--- src/rtl/tnm_pkg.sv ---
package tnm_pkg;
  localparam int unsigned CH_N = 3;

  typedef struct packed {
    logic noise_off;
    logic tone_off;
  } chan_cfg_t;
endpackage

--- src/rtl/tnm_prescale.sv ---
module tnm_prescale #(
  parameter int unsigned W = 4
) (
  input  logic clk_i,
  input  logic rst_ni,
  input  logic en_i,
  output logic tick_o
);
  logic [W-1:0] cnt_q;

  always_ff @(posedge clk_i or negedge rst_ni) begin
    if (!rst_ni)   cnt_q <= '0;
    else if (en_i) cnt_q <= cnt_q + 1'b1;
  end

  assign tick_o = en_i && (cnt_q == '1);

  assert_tick_spacing_R2: assert property (@(posedge clk_i) disable iff (!rst_ni)
    tick_o |=> !tick_o);
  assert_hold_R4: assert property (@(posedge clk_i) disable iff (!rst_ni)
    !en_i |=> $stable(cnt_q));
endmodule

--- src/rtl/tnm_divider.sv ---
module tnm_divider #(
  parameter int unsigned W = 12
) (
  input  logic         clk_i,
  input  logic         rst_ni,
  input  logic         tick_i,
  input  logic [W-1:0] period_i,
  output logic         wrap_o
);
  logic [W-1:0] cnt_q;
  logic [W-1:0] eff;
  logic [W:0]   nxt;

  // zero period treated as one
  assign eff    = (period_i == '0) ? {{(W-1){1'b0}}, 1'b1} : period_i;
  assign nxt    = {1'b0, cnt_q} + 1'b1;
  assign wrap_o = tick_i && (nxt >= {1'b0, eff});

  always_ff @(posedge clk_i or negedge rst_ni) begin
    if (!rst_ni)     cnt_q <= '0;
    else if (tick_i) cnt_q <= wrap_o ? '0 : nxt[W-1:0];
  end

  assert_cnt_hold_R4: assert property (@(posedge clk_i) disable iff (!rst_ni)
    !tick_i |=> $stable(cnt_q));
  assert_wrap_clear_R10: assert property (@(posedge clk_i) disable iff (!rst_ni)
    wrap_o |=> (cnt_q == '0));
endmodule

--- src/rtl/tnm_tone_gen.sv ---
module tnm_tone_gen #(
  parameter int unsigned W = 12
) (
  input  logic         clk_i,
  input  logic         rst_ni,
  input  logic         tick_i,
  input  logic [W-1:0] period_i,
  output logic         sq_o
);
  logic wrap;

  tnm_divider #(.W(W)) i_div (
    .clk_i    (clk_i),
    .rst_ni   (rst_ni),
    .tick_i   (tick_i),
    .period_i (period_i),
    .wrap_o   (wrap)
  );

  always_ff @(posedge clk_i or negedge rst_ni) begin
    if (!rst_ni)   sq_o <= 1'b0;
    else if (wrap) sq_o <= ~sq_o;
  end

  assert_toggle_on_tick_R2: assert property (@(posedge clk_i) disable iff (!rst_ni)
    (sq_o != $past(sq_o)) |-> $past(tick_i));
endmodule

--- src/rtl/tnm_noise_gen.sv ---
module tnm_noise_gen #(
  parameter int unsigned PW  = 5,
  parameter int unsigned LW  = 17,
  parameter int unsigned TAP = 3
) (
  input  logic          clk_i,
  input  logic          rst_ni,
  input  logic          tick_i,
  input  logic [PW-1:0] period_i,
  output logic          noise_o
);
  logic          step;
  logic [LW-1:0] lfsr_q;

  tnm_divider #(.W(PW)) i_div (
    .clk_i    (clk_i),
    .rst_ni   (rst_ni),
    .tick_i   (tick_i),
    .period_i (period_i),
    .wrap_o   (step)
  );

  always_ff @(posedge clk_i or negedge rst_ni) begin
    if (!rst_ni)   lfsr_q <= {{(LW-1){1'b0}}, 1'b1};
    else if (step) lfsr_q <= {lfsr_q[0] ^ lfsr_q[TAP], lfsr_q[LW-1:1]};
  end

  assign noise_o = lfsr_q[0];

  assert_lfsr_live_R6: assert property (@(posedge clk_i) disable iff (!rst_ni)
    lfsr_q != '0);
  assert_lfsr_shift_R6: assert property (@(posedge clk_i) disable iff (!rst_ni)
    (lfsr_q != $past(lfsr_q)) |-> (lfsr_q[LW-2:0] == $past(lfsr_q[LW-1:1])));
endmodule

--- src/rtl/tnm_chan_mix.sv ---
module tnm_chan_mix
  import tnm_pkg::*;
#(
  parameter int unsigned LVL_W = 4
) (
  input  logic             tone_i,
  input  logic             noise_i,
  input  chan_cfg_t        cfg_i,
  input  logic [LVL_W:0]   vol_i,
  input  logic [LVL_W-1:0] env_i,
  output logic [LVL_W-1:0] amp_o
);
  logic [LVL_W-1:0] lvl;
  logic             gate;

  assign lvl   = vol_i[LVL_W] ? env_i : vol_i[LVL_W-1:0];
  assign gate  = (tone_i | cfg_i.tone_off) & (noise_i | cfg_i.noise_off);
  assign amp_o = gate ? lvl : '0;
endmodule

--- src/rtl/tone_noise_mix.sv ---
module tone_noise_mix
  import tnm_pkg::*;
#(
  parameter int unsigned TONE_W   = 12,
  parameter int unsigned NOISE_W  = 5,
  parameter int unsigned LFSR_W   = 17,
  parameter int unsigned LFSR_TAP = 3,
  parameter int unsigned PRESC_W  = 4,
  parameter int unsigned LVL_W    = 4
) (
  input  logic              clk_i,
  input  logic              rst_ni,
  input  logic              clk_en_i,
  input  logic [TONE_W-1:0] tone_per_a_i,
  input  logic [TONE_W-1:0] tone_per_b_i,
  input  logic [TONE_W-1:0] tone_per_c_i,
  input  logic [NOISE_W-1:0] noise_per_i,
  input  logic [2*CH_N-1:0] mix_ctrl_i,
  input  logic [LVL_W:0]    vol_a_i,
  input  logic [LVL_W:0]    vol_b_i,
  input  logic [LVL_W:0]    vol_c_i,
  input  logic [LVL_W-1:0]  env_lvl_i,
  output logic [LVL_W-1:0]  amp_a_o,
  output logic [LVL_W-1:0]  amp_b_o,
  output logic [LVL_W-1:0]  amp_c_o
);
  logic              tick;
  logic              noise;
  logic [CH_N-1:0]   tone;
  logic [TONE_W-1:0] per_w [CH_N];
  logic [LVL_W:0]    vol_w [CH_N];
  logic [LVL_W-1:0]  amp_w [CH_N];
  chan_cfg_t         cfg_w [CH_N];

  assign per_w[0] = tone_per_a_i;
  assign per_w[1] = tone_per_b_i;
  assign per_w[2] = tone_per_c_i;
  assign vol_w[0] = vol_a_i;
  assign vol_w[1] = vol_b_i;
  assign vol_w[2] = vol_c_i;
  assign amp_a_o  = amp_w[0];
  assign amp_b_o  = amp_w[1];
  assign amp_c_o  = amp_w[2];

  tnm_prescale #(.W(PRESC_W)) i_presc (
    .clk_i  (clk_i),
    .rst_ni (rst_ni),
    .en_i   (clk_en_i),
    .tick_o (tick)
  );

  tnm_noise_gen #(.PW(NOISE_W), .LW(LFSR_W), .TAP(LFSR_TAP)) i_noise (
    .clk_i    (clk_i),
    .rst_ni   (rst_ni),
    .tick_i   (tick),
    .period_i (noise_per_i),
    .noise_o  (noise)
  );

  for (genvar g = 0; g < CH_N; g++) begin : g_ch
    assign cfg_w[g] = '{noise_off: mix_ctrl_i[CH_N+g], tone_off: mix_ctrl_i[g]};

    tnm_tone_gen #(.W(TONE_W)) i_tone (
      .clk_i    (clk_i),
      .rst_ni   (rst_ni),
      .tick_i   (tick),
      .period_i (per_w[g]),
      .sq_o     (tone[g])
    );

    tnm_chan_mix #(.LVL_W(LVL_W)) i_mix (
      .tone_i  (tone[g]),
      .noise_i (noise),
      .cfg_i   (cfg_w[g]),
      .vol_i   (vol_w[g]),
      .env_i   (env_lvl_i),
      .amp_o   (amp_w[g])
    );

    assert_steady_R5: assert property (@(posedge clk_i) disable iff (!rst_ni)
      (mix_ctrl_i[g] && mix_ctrl_i[CH_N+g]) |->
        (amp_w[g] == (vol_w[g][LVL_W] ? env_lvl_i : vol_w[g][LVL_W-1:0])));
    assert_env_sel_R7: assert property (@(posedge clk_i) disable iff (!rst_ni)
      vol_w[g][LVL_W] |-> (amp_w[g] == '0 || amp_w[g] == env_lvl_i));
    assert_fixed_sel_R8: assert property (@(posedge clk_i) disable iff (!rst_ni)
      !vol_w[g][LVL_W] |-> (amp_w[g] == '0 || amp_w[g] == vol_w[g][LVL_W-1:0]));
    assert_tone_gate_R9: assert property (@(posedge clk_i) disable iff (!rst_ni)
      (!mix_ctrl_i[g] && !tone[g]) |-> (amp_w[g] == '0));
    assert_noise_gate_R9: assert property (@(posedge clk_i) disable iff (!rst_ni)
      (!mix_ctrl_i[CH_N+g] && !noise) |-> (amp_w[g] == '0));
  end
endmodule

--- config.mk ---
export PLATFORM = sky130hd
export DESIGN_NAME = tone_noise_mix
export DESIGN_NICKNAME = d
export VERILOG_FILES = /design/src/rtl/tnm_pkg.sv /design/src/rtl/tnm_prescale.sv /design/src/rtl/tnm_divider.sv /design/src/rtl/tnm_tone_gen.sv /design/src/rtl/tnm_noise_gen.sv /design/src/rtl/tnm_chan_mix.sv /design/src/rtl/tone_noise_mix.sv
export SDC_FILE = /design/constraint.sdc
export NUM_CORES = 1
export LEC_CHECK = 0
export BUFFER_PORTS_ARGS = -buffer_cell sky130_fd_sc_hd__clkbuf_2
export CORE_MARGIN = 3
export CORE_UTILIZATION = 52
export DETAILED_ROUTE_END_ITERATION = 12
export PLACE_DENSITY = 0.78
export SYNTH_ARGS = -nofsm -noshare
export SYNTH_HDL_FRONTEND = slang
export SYNTH_SLANG_ARGS = --single-unit
--- constraint.sdc ---
create_clock -name clk_i -period 2.6 [get_ports clk_i]
set_input_delay 0.13 -clock clk_i [delete_from_list [all_inputs] [get_ports clk_i]]
set_output_delay 0.13 -clock clk_i [all_outputs]
set_load 0.01 [all_outputs]
Word-level counts from Yosys, hierarchy flattened
Cells that the tools add are included.
{ "op_classes": {"addsub": 5, "order_cmp": 4, "n_eq_ne": 1, "muxes": 14, "n_bitwise": 13, "n_reduce_logical": 9} }
{ "ops": {"columns": ["operator", "n"], "rows": [
  ["12-bit 2-to-1 mux", 6],
  ["12-bit by 1-bit adder with 13-bit output, second input constant", 3],
  ["13-bit by 12-bit >= comparator with 1-bit output", 3],
  ["12-bit logical NOT", 3],
  ["4-bit 2-to-1 mux", 6],
  ["5-bit 2-to-1 mux", 2],
  ["5-bit by 1-bit adder with 6-bit output, second input constant", 1],
  ["6-bit by 5-bit >= comparator with 1-bit output", 1],
  ["1-bit bitwise OR", 6],
  ["1-bit logical AND", 5],
  ["5-bit logical NOT", 1],
  ["4-bit by 1-bit adder with 4-bit output, second input constant", 1],
  ["4-bit equality test, second input constant", 1],
  ["1-bit AND", 3],
  ["1-bit NOT", 3],
  ["1-bit bitwise XOR", 1]
]} }
{ "word_totals": {"ff_bits": 65, "in_bits": 69, "out_inout_bits": 12, "wordCells": 55} }

Logic depth before layout (Yosys ltp)
{ "depth": {"depth_word": 5, "ltp_mapped": 14, "depth_no_buf": 13} }

Cells and area by module
A second synthesis with hierarchy kept.
{ "hier_totals": {"cells_unflattened": 542, "hier_area_um2": 4971.0} }
{ "modules_own_cells": {"columns": ["mod", "instances", "cells_per_inst", "area_each_um2", "seq_area_each_um2"], "rows": [
  ["tnm_divider at g_ch[0].i_tone.i_div ...", 3, 136, 1123.6, 300.3],
  ["tnm_noise_gen", 1, 38, 685.7, 426.7],
  ["tnm_divider at i_noise.i_div", 1, 47, 446.7, 125.1],
  ["tnm_chan_mix", 3, 10, 66.3, 0.0],
  ["tnm_prescale", 1, 13, 167.7, 100.1],
  ["tnm_tone_gen", 3, 2, 33.8, 25.0]
]} }

Worst setup path after synthesis
OpenSTA, ideal clock, no wires.
{ "synth_timing": {"kind": "register -> register", "from": "register g_ch[0].i_tone.i_div.cnt_q[0]", "to": "register g_ch[0].i_tone.i_div.cnt_q[8]", "setup_ns": 0.110, "arrival_ns": 2.607, "required_ns": 2.490, "setup_slack_ns": -0.118, "stages_incl_launch_ff": 13, "path_buffers": 1, "period_less_slack_ns": 2.718, "cell_sequence": "dfrtp_1 > ha_1 > and4_1 > nand4_1 > nor2_1 > xor2_1 > ha_1 > a21o_1 > a21oi_1 > o31a_1 > nand3_2 > buf_4 > o41ai_1"} }
{ "synth_via": {"elab_chain_cells": 4} }
{ "synth_lines": {"columns": ["element", "line", "source"], "rows": [
  ["from (decl)", "tnm_divider.sv:10", "logic [W-1:0] cnt_q;"],
  ["from (signal assigned)", "tnm_divider.sv:21", "else if (tick_i) cnt_q <= wrap_o ? '0 : nxt[W-1:0];"],
  ["12-bit by 1-bit adder with 13-bit output (*)", "tnm_divider.sv:16", "assign nxt = {1'b0, cnt_q} + 1'b1;"],
  ["13-bit by 12-bit >= comparator with 1-bit output", "tnm_divider.sv:17", "assign wrap_o = tick_i && (nxt >= {1'b0, eff});"],
  ["1-bit logical AND", "tnm_divider.sv:17", null],
  ["12-bit 2-to-1 mux (*)", "tnm_divider.sv:21", null]
]} }
Every way passes the cells marked *; elsewhere a longest branch is shown, timed or not.
A chain may end at the register's enable or synchronous reset.

Worst setup path after layout
{ "layout_timing": {"from": "register g_ch[0].i_tone.i_div.cnt_q[0]", "to": "register g_ch[0].i_tone.i_div.cnt_q[9]"} }
The elaborated chain is that of the path after synthesis.

==> results.cfg <==
[global_routing]
grt_pass1_vias = 4335
track_usage_pct = 23.0
grt_overflow = 0
grt_max_degree = 54
antenna_found_initial = 0
grt_pass1_wl_um = 19100

[power_and_ir_drop]
total_power_uw = 3320
power_density_nw_per_um2 = 519
vdd_ir_drop_max_mv = 0.615
p_leak_uw = 0.00348

[setup_path]
path_class = flop to flop
crit_required_ns = 2.83
critical_path.max_stage_delay_ns = 0.41
crit_family = simple AND/OR/NAND/NOR gates
crit_arrival_ns = 3.08
critPathCaptureType = flop
cpMaxStageDelayCell = dfrtp_2
worstPathCellList = ha_4 > and4_4 > nand4_1 > nor2_1 > xor2_1 > ha_1 > and3_4 > nor3b_1 > o31ai_1 > nand3_2 > clkbuf_16 > o31ai_1
cp_common_cell = o31ai_1
critPathBufInv = 1
cp-start-kind = flop
path_max_fanout = 7

[status]
violations = negative setup slack
status = finished, violations left

[place]
dpl_cell_area_um2 = 5530
io_buffers = 80
dp_hpwl_um = 7940
gp_congestion = 0.847
post-place-ws_ns = -0.249
dp.cells = 728

[logic_synthesis]
ys_seq_elements = 65
seq_area_frac_synth_pct = 35.2
post-synth-top-count-cell = dfrtp_1
yosys.area.top_type = dfrtp_1
async_reset_ff_share_pct = 100
synth_area_per_cell_um2 = 9.17
ys.flop_type = dfrtp_1
synth_common_cells = 64 x dfrtp_1, 52 x nand2_1, 48 x inv_1
synth_nets = 619
yosys_warnings = 0
yosysUniqueCellTypes = 46
synth_area_um2 = 4620
synth_edf_count = 0
syn_inst = 504
netlist.area_leader.share_pct = 34.7
synthTopCellsByArea = dfrtp_1 35%, ha_1 12%, xnor2_1 4.9%, mux2_2 4.9%, nand2_1 4.2%

[sta]
rsz0062_at_grt = yes
post-route-min-period_ns = 2.85
finalCritPeriodShare_pct = 110
slew_violations = 0
worstMarginPinSlew_ns = 0.878
hold_ws_ns = 0.0455
setup_viol_count_final = 31
slew_headroom_pct = 41.4
skew_ns = 0.0121
fmax_mhz = 351
finalHoldViolations = 0
postLayoutSetupSlackWorst_ns = -0.250

[floorplanning]
die_area_um2 = 10100
dieWidth_um = 100
initial_core_util_pct = 54.9
rows = 33
die_y_um = 100
io_pins = 81
core_area_um2 = 8420

[final_layout]
drive_above_1_share_pct = 41.2
finalInstanceArea_um2 = 6400
final_nets = 783
layoutNonFillerInstCount = 778
area_growth_pct = 38.5
n_antenna_cell = 0

[clock_network]
cts_sinks = 65
cts_buffers = 9
cts_root_buf = clkbuf_8
clkTransAtPathRegs_ns = 0.07
clockBufferDepth = 2
clk-insertion-delay-late_ns = 0.34
cts_tree = built
cts_max_level = 3

[drt]
ant_nets = 0
drt_pass1_iterations = 4
drt-initial-drc-count = 236
wl_um = 12600
via_count = 4437
wl_per_cell_um = 16.2
viasPerCell = 5.70
drcViolationCount = 0

[job]
cap_viol_max_count = 0

[min_path]
min_path_type = input pin to flop
[routing by layer]
metal  track usage (%)  wire length, µm
met3              5.14              604
met5                 0                0
met1              28.5             5200
met4              4.87              250
met2              41.1             6580
[final timing paths]
check                                                     startpoint  slack [ns]                                        end  cells after the start
setup reg to reg           g_ch[0].i_tone.i_div.cnt_q[0]$_DFFE_PN0P_       -0.25  g_ch[0].i_tone.i_div.cnt_q[9]$_DFFE_PN0P_                     12
max in group asynchronous                                     rst_ni        1.34              i_noise.lfsr_q[0]$_DFFE_PN1P_                      3
hold reg to reg                      g_ch[2].i_tone.sq_o$_DFFE_PN0P_        0.48            g_ch[2].i_tone.sq_o$_DFFE_PN0P_                      1
min in group asynchronous                                     rst_ni        0.44  g_ch[1].i_tone.i_div.cnt_q[3]$_DFFE_PN0P_                      2
setup / recovery           g_ch[0].i_tone.i_div.cnt_q[0]$_DFFE_PN0P_       -0.25  g_ch[0].i_tone.i_div.cnt_q[9]$_DFFE_PN0P_                     12
hold / removal                                              clk_en_i        0.05               i_presc.cnt_q[0]$_DFFE_PN0P_                      2
[what timing repair did]
action | 4_1_cts | 5_1_grt
hold buffers | 1 | 0
pin swaps | 27 | 27
gates resized for setup | 36 | 59
hold endpoints to repair | 32 | 0
endpoints found under the setup margin | 38 | 39
cloned | 1 | 1
setup buffers | 20 | 11
[flip-flops by register name (all words and copies together) (netlist names)]
signal                   flops
i_presc.cnt_q                4
g_ch.i_tone.sq_o             3
g_ch.i_tone.i_div.cnt_q     36
i_noise.i_div.cnt_q          5
i_noise.lfsr_q              17
[power by group]
group / leakage, µW / switching [µW] / internal (µW) / total, µW
Combinational: 0.00251 / 562 / 553 / 1120
Clock: 0.000106 / 385 / 565 / 950
Sequential: 0.000869 / 124 / 1130 / 1260
[kinds of logic (layout without fill, tap and decap cells)]
logic type                 Yosys count  count (layout)  synth area share, %
adders and majority gates           46              46                 12.5
DFF                                 65              65                 35.2
and+or+nand+nor                    160             160                 16.9
AOI/OAI and AO/OA                   95              95                 14.1
muxes                               32              32                 7.47
buffers and inverters               67             236                 6.31
xor gates and xnor gates            39              39                 7.55
[layout by cell type (no fill, tap or decap), types with 5 or more instances in the layout]
cell / synthesis / layout
and2_1: 7 / 6
dfrtp_1: 64 / 62
xor2_1: 12 / 11
clkbuf_2: 0 / 80
xnor2_2: 1 / 5
a21oi_1: 15 / 6
nor4_1: 7 / 6
nor3_1: 9 / 6
and3_1: 11 / 6
a41o_1: 8 / 8
nand3_1: 20 / 17
nor2_1: 28 / 26
mux2_2: 20 / 20
buf_6: 4 / 8
a21oi_2: 0 / 7
nand2b_1: 5 / 5
xnor2_1: 26 / 20
a21o_1: 14 / 14
inv_1: 48 / 47
clkbuf_8: 0 / 10
a22o_1: 6 / 6
o22ai_1: 6 / 6
buf_4: 2 / 78
nand2_1: 52 / 50
nand4_1: 9 / 9
ha_1: 46 / 40
mux2i_1: 12 / 12
o21ai_2: 0 / 12
o21ai_0: 21 / 5
or3_1: 5 / 5
and3_4: 0 / 5
[per-stage QoR]
stage / TNS [ns] / utilization, %
after global routing: -8.56 / 76.0
after detailed placement: -3.50 / 65.6
after CTS: -0.0437 / 72.0
after floorplan: 0 / -
final: -3.58 / 76.0
after global placement: -1.20 / 65.6
[area by class of cell]
class                      instances  area (µm²)
multi-input combinational        372        3070
fill                             543        2020
tap                              105         131
clock inverter                     5        80.1
inverter                          49         184
clock buffer                      11         141
sequential                        65        1630
timing repair buffer             171        1170
(Power assumes the default switching activity.)
